## src/rtl/eqs_pkg.sv

```systemverilog
package eqs_pkg;

    typedef enum logic [1:0] {
        SLP_NEVER = 2'b00,
        SLP_AUTO  = 2'b01,
        SLP_FORCE = 2'b10,
        SLP_RSVD  = 2'b11
    } sleep_code_e;

    typedef enum logic [1:0] {
        POL_ON,
        POL_CARRIER,
        POL_OFF
    } power_policy_e;

    typedef struct packed {
        logic carrier;
        logic expired;
    } loss_state_t;

    function automatic power_policy_e decode_sleep(input logic [1:0] code);
        power_policy_e p;
        case (code)
            SLP_AUTO:  p = POL_CARRIER;
            SLP_FORCE: p = POL_OFF;
            default:   p = POL_ON;
        endcase
        return p;
    endfunction

endpackage

```

## src/rtl/eqs_sync.sv

```systemverilog
module eqs_sync (
    input  logic clk,
    input  logic rst,
    input  logic async_in,
    output logic sync_out
);
    logic [1:0] stage_q;

    always_ff @(posedge clk) begin
        if (rst) stage_q <= 2'b00;
        else     stage_q <= {stage_q[0], async_in};
    end

    assign sync_out = stage_q[1];

    logic [1:0] age_q;
    always_ff @(posedge clk) begin
        if (rst)               age_q <= 2'd0;
        else if (age_q != 2'd2) age_q <= age_q + 2'd1;
    end

    assert_sync_latency_R8: assert property (@(posedge clk) disable iff (rst)
        (age_q == 2'd2) |-> (sync_out == $past(async_in, 2)));
endmodule

```

## src/rtl/eqs_loss_timer.sv

```systemverilog
module eqs_loss_timer #(
    parameter int LOSS_DELAY = 20000
) (
    input  logic clk,
    input  logic rst,
    input  logic carrier,
    output logic expired
);
    localparam int CW = $clog2(LOSS_DELAY + 1);
    localparam logic [CW-1:0] LIMIT = CW'(LOSS_DELAY);

    logic [CW-1:0] cnt_q;

    always_ff @(posedge clk) begin
        if (rst)                cnt_q <= '0;
        else if (carrier)       cnt_q <= '0;
        else if (cnt_q != LIMIT) cnt_q <= cnt_q + 1'b1;
    end

    assign expired = (cnt_q == LIMIT);

    assert_no_overflow_R5: assert property (@(posedge clk) disable iff (rst)
        cnt_q <= LIMIT);
    assert_restart_R6: assert property (@(posedge clk) disable iff (rst)
        carrier |=> !expired);
endmodule

```

## src/rtl/eqs_power.sv

```systemverilog
module eqs_power
    import eqs_pkg::*;
(
    input  logic        clk,
    input  logic        rst,
    input  logic [1:0]  sleep_mode,
    input  loss_state_t loss,
    output logic        power_en
);
    power_policy_e policy;

    always_comb begin
        policy = decode_sleep(sleep_mode);
        case (policy)
            POL_OFF:     power_en = 1'b0;
            POL_CARRIER: power_en = loss.carrier | ~loss.expired;
            default:     power_en = 1'b1;
        endcase
    end

    assert_wake_R7: assert property (@(posedge clk) disable iff (rst)
        (sleep_mode == 2'b01 && loss.carrier) |-> power_en);
    assert_sleep_after_loss_R5: assert property (@(posedge clk) disable iff (rst)
        ($fell(power_en) && sleep_mode == 2'b01 && $past(sleep_mode) == 2'b01)
        |-> (!loss.carrier && !$past(loss.carrier)));
endmodule

```

## src/rtl/eqs_gate.sv

```systemverilog
module eqs_gate #(
    parameter int DATA_W = 8
) (
    input  logic              clk,
    input  logic              rst,
    input  logic              power_en,
    input  logic              mute,
    input  logic [DATA_W-1:0] data_in,
    output logic [DATA_W-1:0] data_out
);
    logic [DATA_W-1:0] out_q;

    always_ff @(posedge clk) begin
        if (rst)                   out_q <= '0;
        else if (!power_en || mute) out_q <= '0;
        else                       out_q <= data_in;
    end

    assign data_out = out_q;

    assert_sleep_over_mute_R10: assert property (@(posedge clk) disable iff (rst)
        (|data_out) |-> ($past(power_en) && !$past(mute)));
endmodule

```

## src/rtl/eqs_ctrl.sv

```systemverilog
module eqs_ctrl
    import eqs_pkg::*;
#(
    parameter int DATA_W     = 8,
    parameter int LOSS_DELAY = 20000
) (
    input  logic              clk,
    input  logic              rst,
    input  logic [1:0]        sleep_mode,
    input  logic              mute,
    input  logic              carrier_raw,
    input  logic [DATA_W-1:0] data_in,
    output logic              eq_power_en,
    output logic [DATA_W-1:0] data_out,
    output logic              cd_n,
    output logic              carrier_status
);
    logic        carrier_s;
    logic        loss_expired;
    loss_state_t loss;

    eqs_sync u_sync (
        .clk      (clk),
        .rst      (rst),
        .async_in (carrier_raw),
        .sync_out (carrier_s)
    );

    eqs_loss_timer #(.LOSS_DELAY(LOSS_DELAY)) u_timer (
        .clk     (clk),
        .rst     (rst),
        .carrier (carrier_s),
        .expired (loss_expired)
    );

    assign loss.carrier = carrier_s;
    assign loss.expired = loss_expired;

    eqs_power u_power (
        .clk        (clk),
        .rst        (rst),
        .sleep_mode (sleep_mode),
        .loss       (loss),
        .power_en   (eq_power_en)
    );

    eqs_gate #(.DATA_W(DATA_W)) u_gate (
        .clk      (clk),
        .rst      (rst),
        .power_en (eq_power_en),
        .mute     (mute),
        .data_in  (data_in),
        .data_out (data_out)
    );

    assign carrier_status = carrier_s;
    assign cd_n           = ~carrier_s;

    assert_never_sleep_R2: assert property (@(posedge clk) disable iff (rst)
        (sleep_mode == 2'b00) |-> eq_power_en);
    assert_reserved_on_R3: assert property (@(posedge clk) disable iff (rst)
        (sleep_mode == 2'b11) |-> eq_power_en);
    assert_force_off_R4: assert property (@(posedge clk) disable iff (rst)
        (sleep_mode == 2'b10) |-> !eq_power_en);
    assert_cd_polarity_R8: assert property (@(posedge clk) disable iff (rst)
        cd_n != carrier_status);
endmodule

```

## config.mk

```make
export PLATFORM = sky130hd
export DESIGN_NAME = eqs_ctrl
export DESIGN_NICKNAME = d
export VERILOG_FILES = /design/src/rtl/eqs_pkg.sv /design/src/rtl/eqs_sync.sv /design/src/rtl/eqs_loss_timer.sv /design/src/rtl/eqs_power.sv /design/src/rtl/eqs_gate.sv /design/src/rtl/eqs_ctrl.sv
export SDC_FILE = /design/constraint.sdc
export NUM_CORES = 1
export LEC_CHECK = 0
export ABC_AREA = 1
export BUFFER_PORTS_ARGS = -buffer_cell sky130_fd_sc_hd__buf_2
export CAP_MARGIN = 15
export CORE_MARGIN = 8
export CORE_UTILIZATION = 57
export CTS_BUF_LIST = sky130_fd_sc_hd__clkbuf_16
export CTS_CLUSTER_DIAMETER = 80
export CTS_CLUSTER_SIZE = 25
export DETAILED_ROUTE_END_ITERATION = 8
export HOLD_SLACK_MARGIN = 0.06
export PLACE_DENSITY = 0.82
export RECOVER_POWER = 50
export SYNTH_ARGS = -nofsm -noshare
export SYNTH_HDL_FRONTEND = slang
export SYNTH_HIERARCHICAL = 1
export SYNTH_SLANG_ARGS = --single-unit
export TNS_END_PERCENT = 1
```

## constraint.sdc

```tcl
create_clock -name clk -period 2.1 [get_ports clk]
set_input_delay 0.105 -clock clk [delete_from_list [all_inputs] [get_ports clk]]
set_output_delay 0.105 -clock clk [all_outputs]
set_load 0.03 [all_outputs]
```

==> metrics.yaml, run 1 <==
outcome: "complete, no violations"
slew_headroom_pct: 66.4
dr.pass1.iters: 4
grt_use_total_pct: 16.1
critPathSlowestCell: "dfxtp_1"
synth_edf_count: 0
clock_latency_ns: 0.26
fp.coreArea_um2: 2130
netlist_area_um2: 1230
ys_async_sr_fraction_pct: 0
timing.setup.tns_ns: 0
hold_start: "rst"
power_density_nw_per_um2: 673
synthCells: 186
syn_avg_cell_area_um2: 6.61
startpoint_type: "flop"
grt_pass1_vias: 1297
numClockSinks: 25
hold_class: "input pin to flop"
yosys-top-cells-count: "40 x nor2_1, 37 x inv_1, 37 x nand2_1, 25 x dfxtp_1, 10 x a21oi_1"
gp_congestion: 0.852
p_switching_w: 0.000247
timing.fmax_ghz: 0.529
post_cts_buffers: 0
antenna_found_initial: 0
pwr-share-seq_pct: 47.8
p_int_w: 0.000785
cts.htree.levels: 1
synth.distinct_cells: 23
min_period_ns: 1.89
leakagePower_nw: 0.673
areaGrowthSynthToFinish_pct: 24.7
num_vias: 1243
cp_cell_sequence: "inv_1 > ha_1 > inv_1 > nor2_1 > nand2_1 > nor4_1 > nand2_1 > nand2_1 > nand2_1 > buf_2"
crit_family: "simple AND/OR/NAND/NOR gates"
synthTopCellsByArea: "dfxtp_1 41%, nor2_1 12%, inv_1 11%"
worst_ep_required_time_ns: 2.00
yosysSeqAreaShare_pct: 40.7
crit_path_max_fanout: 3
grt_max_degree: 16
crit_start: "u_timer/cnt_q[0]"
finalNetCount: 239
drc_errors: 0
diodes: 0
maxCapViolCount: 0
vias_per_cell: 4.97
drv_slew: 0
post-route-period-util_pct: 90.0
critPathBufInv: 3
yosysTopAreaCellShare_pct: 40.7
ir_drop_uv: 543
drive_gt1_share_pct: 13.1
routed_wl_um: 3070
r2r-start: "u_timer/cnt_q[0]"
dp_hpwl_um: 2070
ios: 25
p_clk_share_pct: 41.7
regArea_um2: 500
ant_nets: 0
rows: 17
cts_buffer_depth: 2
finalSetupViolCount: 0
synthFlopType: "dfxtp_1"
cp_data_arrival_time_ns: 1.79
yosysMostFrequentCell: "nor2_1"
swShare_pct: 23.9
cts-root-buf: "clkbuf_16"
cts.clk_slew.worst_paths_ns: 0.06
p_comb_share_pct: 10.4
worst_clock_skew_ns: 0.00203
floorplan.initialDensity_pct: 57.8
fp.dieH_um: 62.5
die-area_um2: 3900
worst_pin_slew_ns: 0.504
cp_slowest_stage_delay_ns: 0.33
drt_iter0_drc: 56
synth.ff_latch_count: 25
ys.warnings.count: 6
grt_pass1_wl_um: 5230
wl_per_cell_um: 12.3
synth_fp_nets: 202
worstSetupEndpointType: "output pin"
synth_top_area_cell: "dfxtp_1"
multiInputGateArea_um2: 582
grt_overflow: 0
tritoncts: "yes"
hold_violations: 0
hold_ws_ns: 0.0570
critPathMostFrequentCell: "nand2_1"
num-fill-cells: 162
crit_type: "flop to output pin"
rsz0062_at_grt: "false"
io_buffers: 24
fp.dieW_um: 62.5
cts_buffers: 3
==> registers in the layout, summed over array words and instances (netlist names) <==
name,cells
u_timer/cnt_q,15
u_gate/data_out,8
u_sync/stage_q,2
==> cell type report <==
class | count | share of cell area (%)
Multi-Input combinational cell | 122 | 37.9
Sequential cell | 25 | 32.6
Tap cell | 28 | 2.28
Inverter | 38 | 9.30
Clock buffer | 3 | 4.89
Timing Repair Buffer | 33 | 12.5
Clock inverter | 1 | 0.489
==> cell families after synthesis <==
family | Yosys count | share of synthesized area (%)
buffers and inverters | 39 | 12.0
DFF | 25 | 40.7
and+or+nand+nor | 99 | 36.1
xor gates and xnor gates | 1 | 0.712
adders and majority gates | 2 | 2.03
AOI/OAI and AO/OA | 20 | 8.44
==> per-stage QoR <==
| step | power [W] | std cells | area (um^2) | setup slack [ns] | utilization [%] |
|---|---|---|---|---|---|
| after global routing | 0.00107 | 250 | 1530 | 0.0732 | 72.1 |
| after global placement | 0.000594 | 238 | 1390 | 0.589 | 65.2 |
| after CTS | 0.00104 | 250 | 1550 | 0.211 | 72.9 |
| after detailed placement | 0.000599 | 238 | 1390 | 0.543 | 65.2 |
| final | 0.00103 | 250 | 1530 | 0.209 | 72.1 |
| after floorplan | 0.000567 | 186 | 1230 | 0.454 | - |
==> power by group through the flow <==
stage | clock network [W] | logic [W] | registers, W
after global placement | 0 | 0.0000912 | 0.000503
final | 0.000431 | 0.000108 | 0.000494
after floorplan | 0 | 0.0000504 | 0.000516
after detailed placement | 0 | 0.0000950 | 0.000504
after global routing | 0.000456 | 0.000118 | 0.000495
after CTS | 0.000435 | 0.000108 | 0.000493
==> worst paths after layout <==
check                       endpoint  slack (ns)  depth (start not counted)
setup / recovery         eq_power_en        0.21                         10
hold / removal     u_sync/stage_q[1]        0.06                          2
setup reg to reg  u_gate/data_out[0]        0.46                         11
hold reg to reg    u_sync/stage_q[1]        0.42                          2
==> layout by cell type (no fill, tap or decap) <==
cell type,n
nor4_1,1
nor2_1,40
o21a_1,1
nand2_2,2
dfxtp_1,25
clkbuf_1,11
nand3_4,1
inv_2,1
o21ai_1,3
nand2_1,37
nor3_2,1
inv_1,37
a21oi_1,10
nand3_1,6
xor2_1,1
clkbuf_16,3
nor2_2,4
ha_1,2
buf_2,14
a31oi_1,1
nand3b_1,1
nor2_4,1
o21ai_0,5
nand4_1,4
nand3_2,1
clkinvlp_4,1
dlygate4sd3_1,8
==> per-layer routing <==
layer / vias up / wire, um / global-route usage, %
met5: - / 0 / 0
met4: 0 / 84 / 9.12
met3: 12 / 243 / 4.66
met2: 49 / 1520 / 29.2
met1: 546 / 1220 / 16.1
li1: 636 / - / -
==> timing repair <==
| item | in CTS | in global routing |
|---|---|---|
| resized for setup | 0 | 0 |
| hold buffers | 8 | 0 |
| endpoints found under the hold margin | 7 | 0 |
==> worst register-to-register path: stages, from the launching register on <==
cell and delay (ns):
dfxtp_1 0.33, inv_1 0.11, ha_1 0.17, inv_1 0.04
nor2_1 0.12, nand2_1 0.12, nor4_1 0.19, nand2_1 0.09
nand2_1 0.06, nand2_1 0.09, nand3_4 0.14, nor2_1 0.06
No activity file was read; power rests on OpenSTA's default activity.
==> run 2: changes to the inputs <==
--- a/config.mk
+++ b/config.mk
@@ -9,7 +9,7 @@
 export BUFFER_PORTS_ARGS = -buffer_cell sky130_fd_sc_hd__buf_2
 export CAP_MARGIN = 15
 export CORE_MARGIN = 8
-export CORE_UTILIZATION = 57
+export CORE_UTILIZATION = 56
 export CTS_BUF_LIST = sky130_fd_sc_hd__clkbuf_16
 export CTS_CLUSTER_DIAMETER = 80
 export CTS_CLUSTER_SIZE = 25
@@ -17,8 +17,8 @@
 export HOLD_SLACK_MARGIN = 0.06
 export PLACE_DENSITY = 0.82
 export RECOVER_POWER = 50
+export REMOVE_ABC_BUFFERS = 1
 export SYNTH_ARGS = -nofsm -noshare
 export SYNTH_HDL_FRONTEND = slang
-export SYNTH_HIERARCHICAL = 1
 export SYNTH_SLANG_ARGS = --single-unit
 export TNS_END_PERCENT = 1
==> metrics.yaml, run 2 <==
hold_ws_ns: 0.0597  # +0.00270 ns
cts-root-buf: "clkbuf_16"
place_inst: 220  # -7.6%
cts_buffers: 3  # unchanged
fin_cells: 231  # -7.6%
ant_nets: 0  # unchanged
netlist_area_um2: 1170  # -4.5%
rows: 16  # -1
r2r_slack_ns: 0.60  # +0.14 ns
ys.warnings.count: 0  # -6
grt_overflow: 0  # unchanged
numClockSinks: 25  # unchanged
synthTopCellsByArea: "dfxtp_1 43%, nor2_1 13%, nand2_1 8.9%"
die-area_um2: 3820  # -2.1%
hold_class: "input pin to flop"
worst_clock_skew_ns: 0.00195  # -0.0000753 ns
hold_start: "data_in[6]"
leakagePower_nw: 0.625  # -7.1%
yosysTopAreaCellShare_pct: 42.6  # +1.9 points
worstSetupEndpointType: "output pin"
synth.distinct_cells: 26  # +13%
yosysSeqAreaShare_pct: 42.6  # +1.9 points
total_power_w: 0.00101  # -1.9%
crit_type: "flop to output pin"
hold_path_depth: 3  # +1
startpoint_type: "flop"
cts_buffer_depth: 2  # unchanged
outcome: "complete, no violations"
hold_violations: 0  # unchanged
slew_headroom_pct: 65.7  # -0.77 points
r2r-end: "u_gate.data_out[3]"
post_cts_buffers: 0  # unchanged
fp.dieH_um: 61.8  # -1.0%
drt_iter0_drc: 34  # -39%
fp.dieW_um: 61.8  # -1.0%
synthFlopType: "dfxtp_1"
yosys-top-cells-count: "41 x nor2_1, 28 x nand2_1, 26 x inv_1, 25 x dfxtp_1, 11 x nand3_1"
maxCapViolCount: 0  # unchanged
cp_cell_sequence: "inv_1 > ha_1 > nand2_1 > inv_1 > nand2_1 > nor2_1 > nand3_1 > nand2_1 > inv_1 > buf_2"
worst_pin_slew_ns: 0.515  # +0.0115 ns
fp.coreArea_um2: 1960  # -7.8%
dr.pass1.iters: 4  # unchanged
finalSetupViolCount: 0  # unchanged
grt_pass1_wl_um: 4910  # -6.2%
final_common_cell: "nor2_1"
synth.ff_latch_count: 25  # unchanged
ys_async_sr_fraction_pct: 0  # unchanged
yosysMostFrequentCell: "nor2_1"
min_period_ns: 1.86  # -0.0320 ns
largest_reg_flops: 15  # unchanged
areaGrowthSynthToFinish_pct: 24.6  # about the same
clock_latency_ns: 0.26  # about the same
ios: 25  # unchanged
tritoncts: "yes"
grt_use_total_pct: 17.1  # +0.92 points
critPathSlowestCell: "dfxtp_1"
io_buffers: 24  # unchanged
hold_end: "u_gate.data_out[6]"
finalNetCount: 221  # -7.5%
worst_ep_required_time_ns: 2.00  # about the same
drc_errors: 0  # unchanged
cp_data_arrival_time_ns: 1.75  # -0.04 ns
vias_per_cell: 4.97  # about the same
timing.setup.tns_ns: 0  # unchanged
top_register: "u_timer.cnt_q"
wl_per_cell_um: 12.2  # -0.64%
dp_hpwl_um: 1980  # -4.3%
rsz0062_at_grt: "false"
num_vias: 1148  # -7.6%
routed_wl_um: 2810  # -8.2%
cts.clk_slew.worst_paths_ns: 0.06  # about the same
cts_resized: 0  # unchanged
cp_slowest_stage_delay_ns: 0.44  # +0.11 ns
power_density_nw_per_um2: 691  # +2.8%
worst_r2r_path_depth: 9  # -2
postLayoutCoreUtil_pct: 74.6  # +2.5 points
floorplan.initialDensity_pct: 59.9  # +2.1 points
synth_edf_count: 0  # unchanged
drv_slew: 0  # unchanged
timing.fmax_ghz: 0.538  # +1.7%
diodes: 0  # unchanged
grt_pass1_vias: 1232  # -5.0%
synth_top_area_cell: "dfxtp_1"
grt_max_degree: 15  # -1
syn_avg_cell_area_um2: 6.95  # +5.1%
synthCells: 169  # -9.1%
crit_path_max_fanout: 5  # +2
final_cell_mix: "41 x nor2_1, 28 x nand2_1, 26 x inv_1"
ir_drop_uv: 580  # +6.8%
drive_gt1_share_pct: 14.2  # +1.2 points
cts.htree.levels: 1  # unchanged
post-route-period-util_pct: 88.5  # -1.5 points
r2r-start: "u_timer.cnt_q[0]"
antenna_found_initial: 0  # unchanged
gp_congestion: 0.876  # +2.8%
crit_start: "u_timer.cnt_q[0]"
[run 2: worst max-delay path by stage]
| stage | endpoint | slack, ns | cells past startpoint |
|---|---|---|---|
| final | eq_power_en | 0.24 | 10 |
| after global routing | eq_power_en | 0.17 | 10 |
| after CTS | eq_power_en | 0.26 | 10 |
| after detailed placement | eq_power_en | 0.58 | 10 |
| after global placement | eq_power_en | 0.69 | 10 |
| after floorplan | eq_power_en | 0.77 | 9 |
[run 2: layer usage]
layer / track usage, % / up-vias / share of wire, %
li1: - / 589 / -
met1: 15.6 / 519 / 40
met2: 30.6 / 33 / 49
met3: 7.61 / 7 / 8.1
met4: 9.74 / 0 / 2.2
met5: 0 / - / 0
[run 2: power by group]
group,switching (W),internal (W),total [W]
clock network,0.000167,0.000257,0.000424
logic,0.0000566,0.0000366,0.0000931
registers,0.00000944,0.000486,0.000496
total,0.000233,0.000779,0.00101
[run 2: worst max-delay path: cells and delay by family, from the launching register on]
| kind | cells | cell delay, ns |
|---|---|---|
| simple gates | 5 | 0.40 |
| fa+ha+maj | 1 | 0.23 |
| buf+inv | 4 | 0.44 |
| flops | 1 | 0.44 |
[run 2: cell families (layout without fill, tap and decap cells)]
| kind of cell | after synthesis | after routing | share of synthesized area, % |
|---|---|---|---|
| simple gates | 96 | 96 | 37.3 |
| fa+ha+maj | 2 | 2 | 2.13 |
| xor+xnor | 2 | 2 | 1.49 |
| buf+inv | 29 | 64 | 9.37 |
| compound gates | 15 | 15 | 7.14 |
| flops | 25 | 25 | 42.6 |
[run 2: repair_timing]
| item | in CTS | in global routing |
|---|---|---|
| hold buffers | 7 | 0 |
| setup endpoints to repair | 0 | 0 |
| hold endpoints to repair | 7 | 0 |
[run 2: layout make-up]
cell class	instances	area, um^2
clock buffers	3	75.1
clock inverters	1	5.00
flip-flops and latches	25	500
multi-input cells	115	564
repair buffers	32	180
well taps	27	33.8
fillers	171	498
inverters	28	105
[run 2: metrics by stage]
stage	setup slack [ns]	area, um^2
after floorplan	0.767	1170
final	0.241	1460
after CTS	0.258	1480
after global placement	0.686	1330
after global routing	0.167	1460
after detailed placement	0.581	1330
